**config.mk**
```make
export PLATFORM = sky130hd
export DESIGN_NAME = tx_credit_tracker
export DESIGN_NICKNAME = d
export VERILOG_FILES = /design/src/rtl/tx_credit_pkg.sv /design/src/rtl/tx_ack_sync.sv /design/src/rtl/tx_johnson_ptr.sv /design/src/rtl/tx_credit_tracker.sv
export SDC_FILE = /design/constraint.sdc
export NUM_CORES = 1
export LEC_CHECK = 0
export ABC_AREA = 1
export BUFFER_PORTS_ARGS = -buffer_cell sky130_fd_sc_hd__buf_2
export CELL_PAD_IN_SITES_DETAIL_PLACEMENT = 1
export CELL_PAD_IN_SITES_GLOBAL_PLACEMENT = 1
export CORE_MARGIN = 2
export CORE_UTILIZATION = 40
export DETAILED_ROUTE_END_ITERATION = 12
export GPL_TIMING_DRIVEN = 0
export PLACE_DENSITY = 0.93
export SYNTH_ARGS = -nofsm -noshare
export SYNTH_HDL_FRONTEND = slang
export SYNTH_HIERARCHICAL = 1
export SYNTH_SLANG_ARGS = --single-unit
```
**constraint.sdc**
```tcl
create_clock -name clk -period 9.5 [get_ports clk]
set_input_delay 1.425 -clock clk [delete_from_list [all_inputs] [get_ports clk]]
set_output_delay 1.425 -clock clk [all_outputs]
set_load 0.1 [all_outputs]
```
**src/rtl/tx_credit_pkg.sv**
```systemverilog
package tx_credit_pkg;

    localparam int unsigned DEF_DATA_W = 16;
    localparam int unsigned DEF_SLOTS  = 7;
    localparam int unsigned DEF_SYNC   = 2;

    typedef enum logic {
        PHASE_LO = 1'b0,
        PHASE_HI = 1'b1
    } phase_e;

    function automatic phase_e phase_flip(input phase_e p);
        return (p == PHASE_LO) ? PHASE_HI : PHASE_LO;
    endfunction

endpackage

```
**src/rtl/tx_ack_sync.sv**
```systemverilog
module tx_ack_sync #(
    parameter int unsigned STAGES = 2
) (
    input  logic clk,
    input  logic rst,
    input  logic async_in,
    output logic toggled
);
    localparam int unsigned NFF = STAGES + 1;

    logic [NFF-1:0] ff;

    always_ff @(posedge clk) begin
        if (rst) begin
            ff <= '0;
        end else begin
            ff[0] <= async_in;
            for (int i = 1; i < NFF; i++) begin
                ff[i] <= ff[i-1];
            end
        end
    end

    assign toggled = ff[NFF-1] ^ ff[NFF-2];

endmodule

```
**src/rtl/tx_johnson_ptr.sv**
```systemverilog
module tx_johnson_ptr #(
    parameter int unsigned N = 7,
    localparam int unsigned IDX_W = (N > 1) ? $clog2(N) : 1
) (
    input  logic             clk,
    input  logic             rst,
    input  logic             adv,
    output logic [N-1:0]     q,
    output logic [IDX_W-1:0] pos
);
    function automatic logic [N-1:0] step_code(input logic [N-1:0] c);
        return {c[N-2:0], ~c[N-1]};
    endfunction

    function automatic logic [IDX_W-1:0] code_pos(input logic [N-1:0] c);
        int ones;
        ones = $countones(c);
        if (c[N-1]) return IDX_W'(N - ones);
        return IDX_W'(ones);
    endfunction

    always_ff @(posedge clk) begin
        if (rst) q <= '0;
        else if (adv) q <= step_code(q);
    end

    assign pos = code_pos(q);

    // each step flips exactly one bit, namely the one at the old position
    assert_single_flip_R4: assert property (@(posedge clk) disable iff (rst)
        adv |=> (q ^ $past(q)) == (N'(1) << $past(pos)));

endmodule

```
**src/rtl/tx_credit_tracker.sv**
```systemverilog
module tx_credit_tracker
    import tx_credit_pkg::*;
#(
    parameter int unsigned DATA_W = DEF_DATA_W,
    parameter int unsigned DEPTH  = DEF_SLOTS,
    parameter int unsigned SYNC   = DEF_SYNC
) (
    input  logic              clk,
    input  logic              rst,
    input  logic              in_valid,
    output logic              in_ready,
    input  logic [DATA_W-1:0] in_data,
    output logic [DATA_W-1:0] link_data,
    output logic              link_req,
    input  logic              link_ack,
    output logic [DEPTH-1:0]  slot_free
);
    localparam int unsigned IDX_W = (DEPTH > 1) ? $clog2(DEPTH) : 1;

    typedef struct packed {
        logic [DATA_W-1:0] data;
        phase_e            req;
    } link_t;

    link_t             lnk;
    logic [DEPTH-1:0]  wr_q, rd_q;
    logic [IDX_W-1:0]  wr_pos, rd_pos;
    logic              ack_seen;
    logic              accept;

    tx_ack_sync #(.STAGES(SYNC)) u_ack_sync (
        .clk      (clk),
        .rst      (rst),
        .async_in (link_ack),
        .toggled  (ack_seen)
    );

    tx_johnson_ptr #(.N(DEPTH)) u_wr_ptr (
        .clk (clk),
        .rst (rst),
        .adv (accept),
        .q   (wr_q),
        .pos (wr_pos)
    );

    tx_johnson_ptr #(.N(DEPTH)) u_rd_ptr (
        .clk (clk),
        .rst (rst),
        .adv (ack_seen),
        .q   (rd_q),
        .pos (rd_pos)
    );

    assign slot_free = ~(wr_q ^ rd_q);
    assign in_ready  = slot_free[wr_pos];
    assign accept    = in_valid & in_ready;

    always_ff @(posedge clk) begin
        if (rst) begin
            lnk.data <= '0;
            lnk.req  <= PHASE_LO;
        end else if (accept) begin
            lnk.data <= in_data;
            lnk.req  <= phase_flip(lnk.req);
        end
    end

    assign link_data = lnk.data;
    assign link_req  = lnk.req;

    // an accepted flit inverts the request
    assert_req_on_accept_R2: assert property (@(posedge clk) disable iff (rst)
        (in_valid && in_ready) |=> (link_req != $past(link_req)));

    // never announce a flit when every slot is occupied
    assert_no_overflow_R3: assert property (@(posedge clk) disable iff (rst)
        (link_req != $past(link_req)) |-> ($past(slot_free) != '0));

    // the written slot reads occupied afterwards
    assert_slot_taken_R4: assert property (@(posedge clk) disable iff (rst)
        accept |=> !slot_free[$past(wr_pos)]);

    // an acknowledge retires an occupied slot, and only that one is freed
    assert_ack_hits_busy_R5: assert property (@(posedge clk) disable iff (rst)
        ack_seen |-> !slot_free[rd_pos]);
    assert_ack_frees_one_R5: assert property (@(posedge clk) disable iff (rst)
        (ack_seen && !accept) |=>
            ($countones(slot_free) == $past($countones(slot_free)) + 1));

    // link holds without an accepted flit
    assert_link_hold_R6: assert property (@(posedge clk) disable iff (rst)
        !(in_valid && in_ready) |=> ($stable(link_data) && $stable(link_req)));

endmodule

```
==> impl_metrics.ini, run 1 <==
[clocking]
numCtsBuffers = 5
root_buffer = clkbuf_8
cts.clk_slew.worst_paths_ns = 0.07
tritoncts = done
cts_max_path_buffers = 2
clock_latency_ns = 0.28
htree_levels = 2
post_cts_buffers = 0
cts.sinks = 34
holdBufCountCts = 0
cts_resized = 0

[finish]
area_growth_pct = 22.1
n_antenna_cell = 0
multi_input_area_um2 = 828
seq_area_um2 = 681
fin_cells = 413
layout-drive-gt1-share_pct = 18.4
fill_cells = 667
final_nets = 382

[worst_setup_path]
r2r_slack_ns = 5.47
reg2reg_to = u_wr_ptr/q[3]
crit_top_cell = fa_1
crit_cells = 14
path_class = flop to output pin
path_delay_family = adder cells
critical_path_buf_inv_count = 5
cp-start-kind = flop
cp.required_ns = 8.08
worstPathArrival_ns = 4.18
critPathCaptureType = output pin
critPathSlowestCell = fa_1
cp_cell_sequence = fa_1 > inv_1 > fa_1 > fa_1 > fa_1 > xnor2_1 > inv_1 > nor2_1 > a21oi_1 > nand2_2 > buf_2 > nand2_1 > inv_1 > buf_2
rr_startpoint = u_wr_ptr/q[0]
crit_path_max_incr_delay_ns = 0.56
cp_max_fo = 10
ff2ff_path_depth = 19

[timing]
setup_tns_ns = 0
rsz0062_at_grt = no
slew_headroom_pct = 62.9
fin_hold_ws_ns = 0.407
finalCritPeriodShare_pct = 59.0
period_needed_ns = 5.61
tightest_slew_ns = 0.553
hold_violations = 0
slew_viol_final = 0
max_freq_mhz = 178
setup_viol = 0
skew_ns = 0.00411

[place]
post-dp-hpwl_mm = 3.72
gp_routability_congestion = 0.851
placed_cells = 405
numPortBuffers = 43

[min_path]
min_path_cells = 2
hp-start = u_ack_sync/ff[0]
hp-class = flop to flop
holdPathEnd = u_ack_sync/ff[1]

[routing]
post_drt_wl_per_cell_um = 11.8
drt-met1-wl_mm = 1.99
antenna_left = 0
wl_met3_um = 144
routed-wl-met2_mm = 2.69
drc = 0
firstDrtPassIters = 4
via_per_inst = 4.59
drt_iter0_drc = 53
top_layer = met4
vias = 1895
routed_wirelength_mm = 4.88

[logic_synthesis]
syn_nets = 332
ys_warn_count = 6
syn-cell-area_um2 = 1920
syn_inst = 308
avgSynthCellArea_um2 = 6.25

[floorplanning]
num_rows = 25
coreArea_um2 = 4690
fp.dieW_um = 73.4
dieArea_um2 = 5380
dieHeight_um = 73.4
start_util_pct = 41.0
ios = 45

[grt]
grt_overflow = 0
antenna_found_initial = 0
grt_pass1_wl_mm = 8.31
grt_max_degree = 12
grt_usage_pct = 19.7
grt_pass1_vias = 1999

[status]
status = completed

[run]
drv_cap = 0
registers in the layout, indices dropped and copies added, names as in the netlist:
register,flops
u_rd_ptr/q,7
link_data,16
u_ack_sync/ff,3
link_req,1
u_wr_ptr/q,7
tightest hold or removal path: cells and delay by family, from the launching register on:
family | cells | cell delay [ns]
simple gates | 1 | 0.03
buf+inv | 1 | 0.04
flops | 1 | 0.30
routing by layer:
| layer | track usage, % | vias to the layer above |
|---|---|---|
| li1 | - | 974 |
| met1 | 20.2 | 881 |
| met2 | 39.2 | 33 |
| met3 | 4.25 | 7 |
| met4 | 5.66 | 0 |
| met5 | 0 | - |
layout by cell type, fill, tap and decap left out, types with 3 or more instances in the layout:
cell type  instances
nand2_1           85
clkbuf_8           7
nand3_1            5
buf_2             46
buf_6              3
xnor2_1            3
inv_1             87
dfxtp_1           34
nor2_1            53
nand4_1           17
fa_1               4
area by class of cell:
type | count | share of cell area (%)
buffer | 10 | 3.46
clock buffer | 6 | 3.51
clock inverter | 2 | 2.56
inverter | 89 | 14.2
multi-input combinational | 175 | 35.3
sequential | 34 | 29.0
tap | 54 | 2.88
timing repair buffer | 43 | 9.16
how the worst max path moves through the flow:
stage,start,slack (ns),endpoint
global placement,u_wr_ptr/q[0],4.32,in_ready
floorplan,u_wr_ptr/q[0],4.36,in_ready
finish,u_wr_ptr/q[0],3.89,in_ready
CTS,u_wr_ptr/q[0],3.87,in_ready
global route,u_wr_ptr/q[1],3.70,in_ready
detailed placement,u_wr_ptr/q[0],4.18,in_ready
through the flow:
stage,worst slack (ns),cell area [um2],util [%]
2_1_floorplan,4.36,1920,-
3_3_place_gp,4.32,2210,47.0
3_5_place_dp,4.18,2210,47.0
4_1_cts,3.87,2350,50.1
5_1_grt,3.70,2350,50.1
6_report,3.89,2350,50.1
Power of run 1 is not shown: default switching activity piles up to over one toggle a cycle in this logic, so the estimate is an artifact.
==> run 2, diff against run 1 <==
Settings changed: CORE_UTILIZATION 40 to 34, PLACE_DENSITY 0.93 to 0.85.
Clock period 9.5 ns to 4.9 ns, I/O delays scaled along.
==> impl_metrics.ini, run 2 (same netlist as run 1, synthesis figures left out) <==
[status]
status = completed

[finish]
area_growth_pct = 22.2
largest_reg_flops = 16
final_nets = 383
layout_commonest_cell = inv_1
final_cell_mix = inv_1, nand2_1, nor2_1
n_antenna_cell = 0
layout-drive-gt1-share_pct = 18.6

[clocking]
numCtsBuffers = 5
cts.sinks = 34
clock_latency_ns = 0.29
htree_levels = 2
tritoncts = done
root_buffer = clkbuf_8
cts_max_path_buffers = 2
holdBufCountCts = 0
cts.clk_slew.worst_paths_ns = 0.07

[routing]
post_drt_wl_per_cell_um = 10.9
firstDrtPassIters = 4
via_per_inst = 4.38
antenna_left = 0
drc = 0
drt_iter0_drc = 30
vias = 1894
routed_wirelength_mm = 4.73

[timing]
finalCritPeriodShare_pct = 94.9
hold_violations = 0
slew_viol_final = 0
setup_tns_ns = 0
tightest_slew_ns = 0.529
rsz0062_at_grt = no
period_needed_ns = 4.65
skew_ns = 0.00706
setup_viol = 0
slew_headroom_pct = 64.5
max_freq_mhz = 215

[grt]
grt_overflow = 0
grt_pass1_wl_mm = 8.14
grt_max_degree = 11
grt_pass1_vias = 1905
grt_usage_pct = 16.6
antenna_found_initial = 0

[place]
post-dp-hpwl_mm = 3.70
numPortBuffers = 43
gp_routability_congestion = 0.771

[worst_setup_path]
cp-start-kind = flop
cp_max_fo = 10
ff2ff_path_depth = 18
worstPathArrival_ns = 3.91
cp.required_ns = 4.16
critPathCaptureType = output pin
path_class = flop to output pin
rr_startpoint = u_wr_ptr/q[0]
cp-startpoint = u_wr_ptr/q[0]

[floorplanning]
start_util_pct = 35.2
ios = 45
num_rows = 27
dieArea_um2 = 6280
coreArea_um2 = 5470
fp.dieW_um = 79.2
dieHeight_um = 79.2

[min_path]
hp-start = u_ack_sync/ff[0]
min_path_cells = 2
hp-class = flop to flop

[run]
drv_cap = 0
## run 2: cell types whose count changed in the layout (fill, tap and decap cells not counted), sizes merged
cell,previous run,this run
bufinv,2,0
clkbuf,7,10
## run 2: layer usage
metal  track usage (%)  up-vias  share of wire, %
met5                 0        -                 0
met4              7.24        0               2.0
met3              4.09        9               3.7
met2              30.3       37                51
met1              17.9      875                43
li1                  -      973                 -
## run 2: what timing repair did
action,4_1_cts,5_1_grt
resized for setup,1,1
setup buffers,0,1
gates cloned,0,0
endpoints found under the setup margin,1,1
pin swaps,0,1
## run 2: worst paths after layout
path,endpoint,slack (ns)
max,in_ready,0.25
min,u_ack_sync/ff[1],0.42
max reg2reg,u_wr_ptr/q[3],0.90
min reg2reg,u_ack_sync/ff[1],0.42
## run 2: area by class of cell
cell class | count | area, um2
multi-input combinational | 175 | 828
fill | 776 | 3120
tap | 72 | 90.1
sequential | 34 | 681
timing repair buffer | 44 | 225
clock buffer | 8 | 110
buffer | 10 | 83.8
inverter | 89 | 334
## run 2: through the flow
step           util, %  setup slack (ns)  instances  cell area [um2]  hold WS [ns]
4_1_cts           42.8             0.118        431             2340         0.421
2_1_floorplan        -             0.446        308             1920         0.388
6_report          43.0             0.251        432             2350         0.421
5_1_grt           43.0            0.0173        432             2350         0.430
3_3_place_gp      40.7             0.372        423             2230         0.391
3_5_place_dp      40.7             0.312        423             2230         0.410
## run 2: worst max-delay path, cell delays in order (launching register included)
cell and delay (ns):
dfxtp_1 0.38, fa_1 0.55, inv_1 0.05, fa_1 0.45, fa_1 0.39, fa_1 0.46
xnor2_1 0.21, inv_1 0.11, nor2_1 0.13, nand3_1 0.08, nand2_1 0.06, nor2_1 0.06
nand2_4 0.14, clkbuf_8 0.19, nand2_1 0.05, inv_1 0.05, buf_4 0.28
Power of run 2 is left out for the same reason.
==> run 3, diff against run 2 <==
Settings changed: GPL_TIMING_DRIVEN 0 to not set.
==> impl_metrics.ini, run 3 (same netlist as run 1, synthesis figures left out) <==
[run]
drv_cap = 0

[min_path]
hp-start = u_ack_sync/ff[0]
hp-class = flop to flop

[routing]
via_per_inst = 4.30
antenna_left = 0
drt_iter0_drc = 60
vias = 1818
routed_wirelength_mm = 4.57
firstDrtPassIters = 4
post_drt_wl_per_cell_um = 10.8
drc = 0

[timing]
slew_viol_final = 0
rsz0062_at_grt = no
tightest_slew_ns = 0.523
setup_tns_ns = 0
finalCritPeriodShare_pct = 94.6
skew_ns = 0.00500
setup_viol = 0
period_needed_ns = 4.63
slew_headroom_pct = 64.9
hold_violations = 0
max_freq_mhz = 216

[clocking]
htree_levels = 2
cts.clk_slew.worst_paths_ns = 0.07
root_buffer = clkbuf_8
holdBufCountCts = 0
tritoncts = done
clock_latency_ns = 0.28
numCtsBuffers = 5
post_cts_buffers = 0
cts_max_path_buffers = 2
cts_resized = 0
cts.sinks = 34

[status]
status = completed

[finish]
final_cell_mix = inv_1, nand2_1, nor2_1
fin_cells = 423
largest_reg_flops = 16
layout-drive-gt1-share_pct = 16.5
layout_commonest_cell = inv_1
seq_area_um2 = 681
fill_cells = 775
final_nets = 374
area_growth_pct = 17.2
n_antenna_cell = 0
multi_input_area_um2 = 828

[grt]
antenna_found_initial = 0
grt_max_degree = 20
grt_pass1_wl_mm = 7.62
grt_overflow = 0
grt_usage_pct = 15.2
grt_pass1_vias = 1717

[worst_setup_path]
cp-start-kind = flop
crit_top_cell = fa_1
critPathSlowestCell = fa_1
critPathCaptureType = output pin
crit_path_max_incr_delay_ns = 0.55
cp-startpoint = u_wr_ptr/q[0]
worstPathArrival_ns = 3.90
cp_cell_sequence = fa_1 > inv_1 > fa_1 > fa_1 > fa_1 > xnor2_1 > inv_1 > nor2_1 > nand3_1 > nand2_1 > nor2_1 > nand2_4 > nand2_1 > inv_1 > clkbuf_4
cp_max_fo = 19
path_class = flop to output pin
cp.required_ns = 4.16
rr_startpoint = u_wr_ptr/q[0]

[floorplanning]
dieArea_um2 = 6280
start_util_pct = 35.2
dieHeight_um = 79.2
coreArea_um2 = 5470
fp.dieW_um = 79.2
ios = 45
num_rows = 27

[place]
post-dp-hpwl_mm = 3.50
numPortBuffers = 44
gp_routability_congestion = 0.799
placed_cells = 415
==> run 3: cell types whose count changed in the layout (fill, tap and decap cells not counted) <==
cell,delta
buf_1,-1
buf_4,-3
clkbuf_8,-3
buf_6,-3
clkbuf_1,+1
clkinv_2,+1
buf_2,-1
==> run 3: final timing paths <==
check	end	slack, ns	cells past startpoint
worst max register to register	u_wr_ptr/q[6]	0.71	16
worst min-delay path	u_ack_sync/ff[1]	0.41	2
worst max-delay path	in_ready	0.27	15
worst min register to register	u_ack_sync/ff[1]	0.41	2
==> run 3: final cells by class <==
class | count | area share [%]
clock buffer | 7 | 3.83
clock inverter | 1 | 0.222
sequential | 34 | 30.2
timing repair buffer | 45 | 10.2
multi-input combinational | 175 | 36.7
tap | 72 | 4.00
inverter | 89 | 14.8
==> run 3: metrics by stage <==
step | utilization [%] | worst slack [ns] | cell area, um2 | hold slack [ns]
after floorplan | - | 0.446 | 1920 | 0.388
after global placement | 39.5 | 0.631 | 2160 | 0.391
after detailed placement | 39.5 | 0.454 | 2160 | 0.398
after CTS | 41.2 | 0.122 | 2250 | 0.410
after global routing | 41.2 | 0.0451 | 2250 | 0.441
final | 41.2 | 0.267 | 2250 | 0.407
==> run 3: worst max-delay path, delay by kind of cell (launching register included) <==
kind,cells,cell delay [ns]
adders and majority gates,4,1.84
and+or+nand+nor,6,0.64
xor gates and xnor gates,1,0.23
DFF,1,0.37
buffers and inverters,4,0.54
==> run 3: layer usage <==
layer	part of all wire, %	up-vias	GRT usage (%)
met4	0.59	0	3.62
li1	-	953	-
met1	47	831	19.4
met5	0	-	0
met2	48	32	25.8
met3	3.9	2	3.64
Power of run 3 is left out for the same reason.
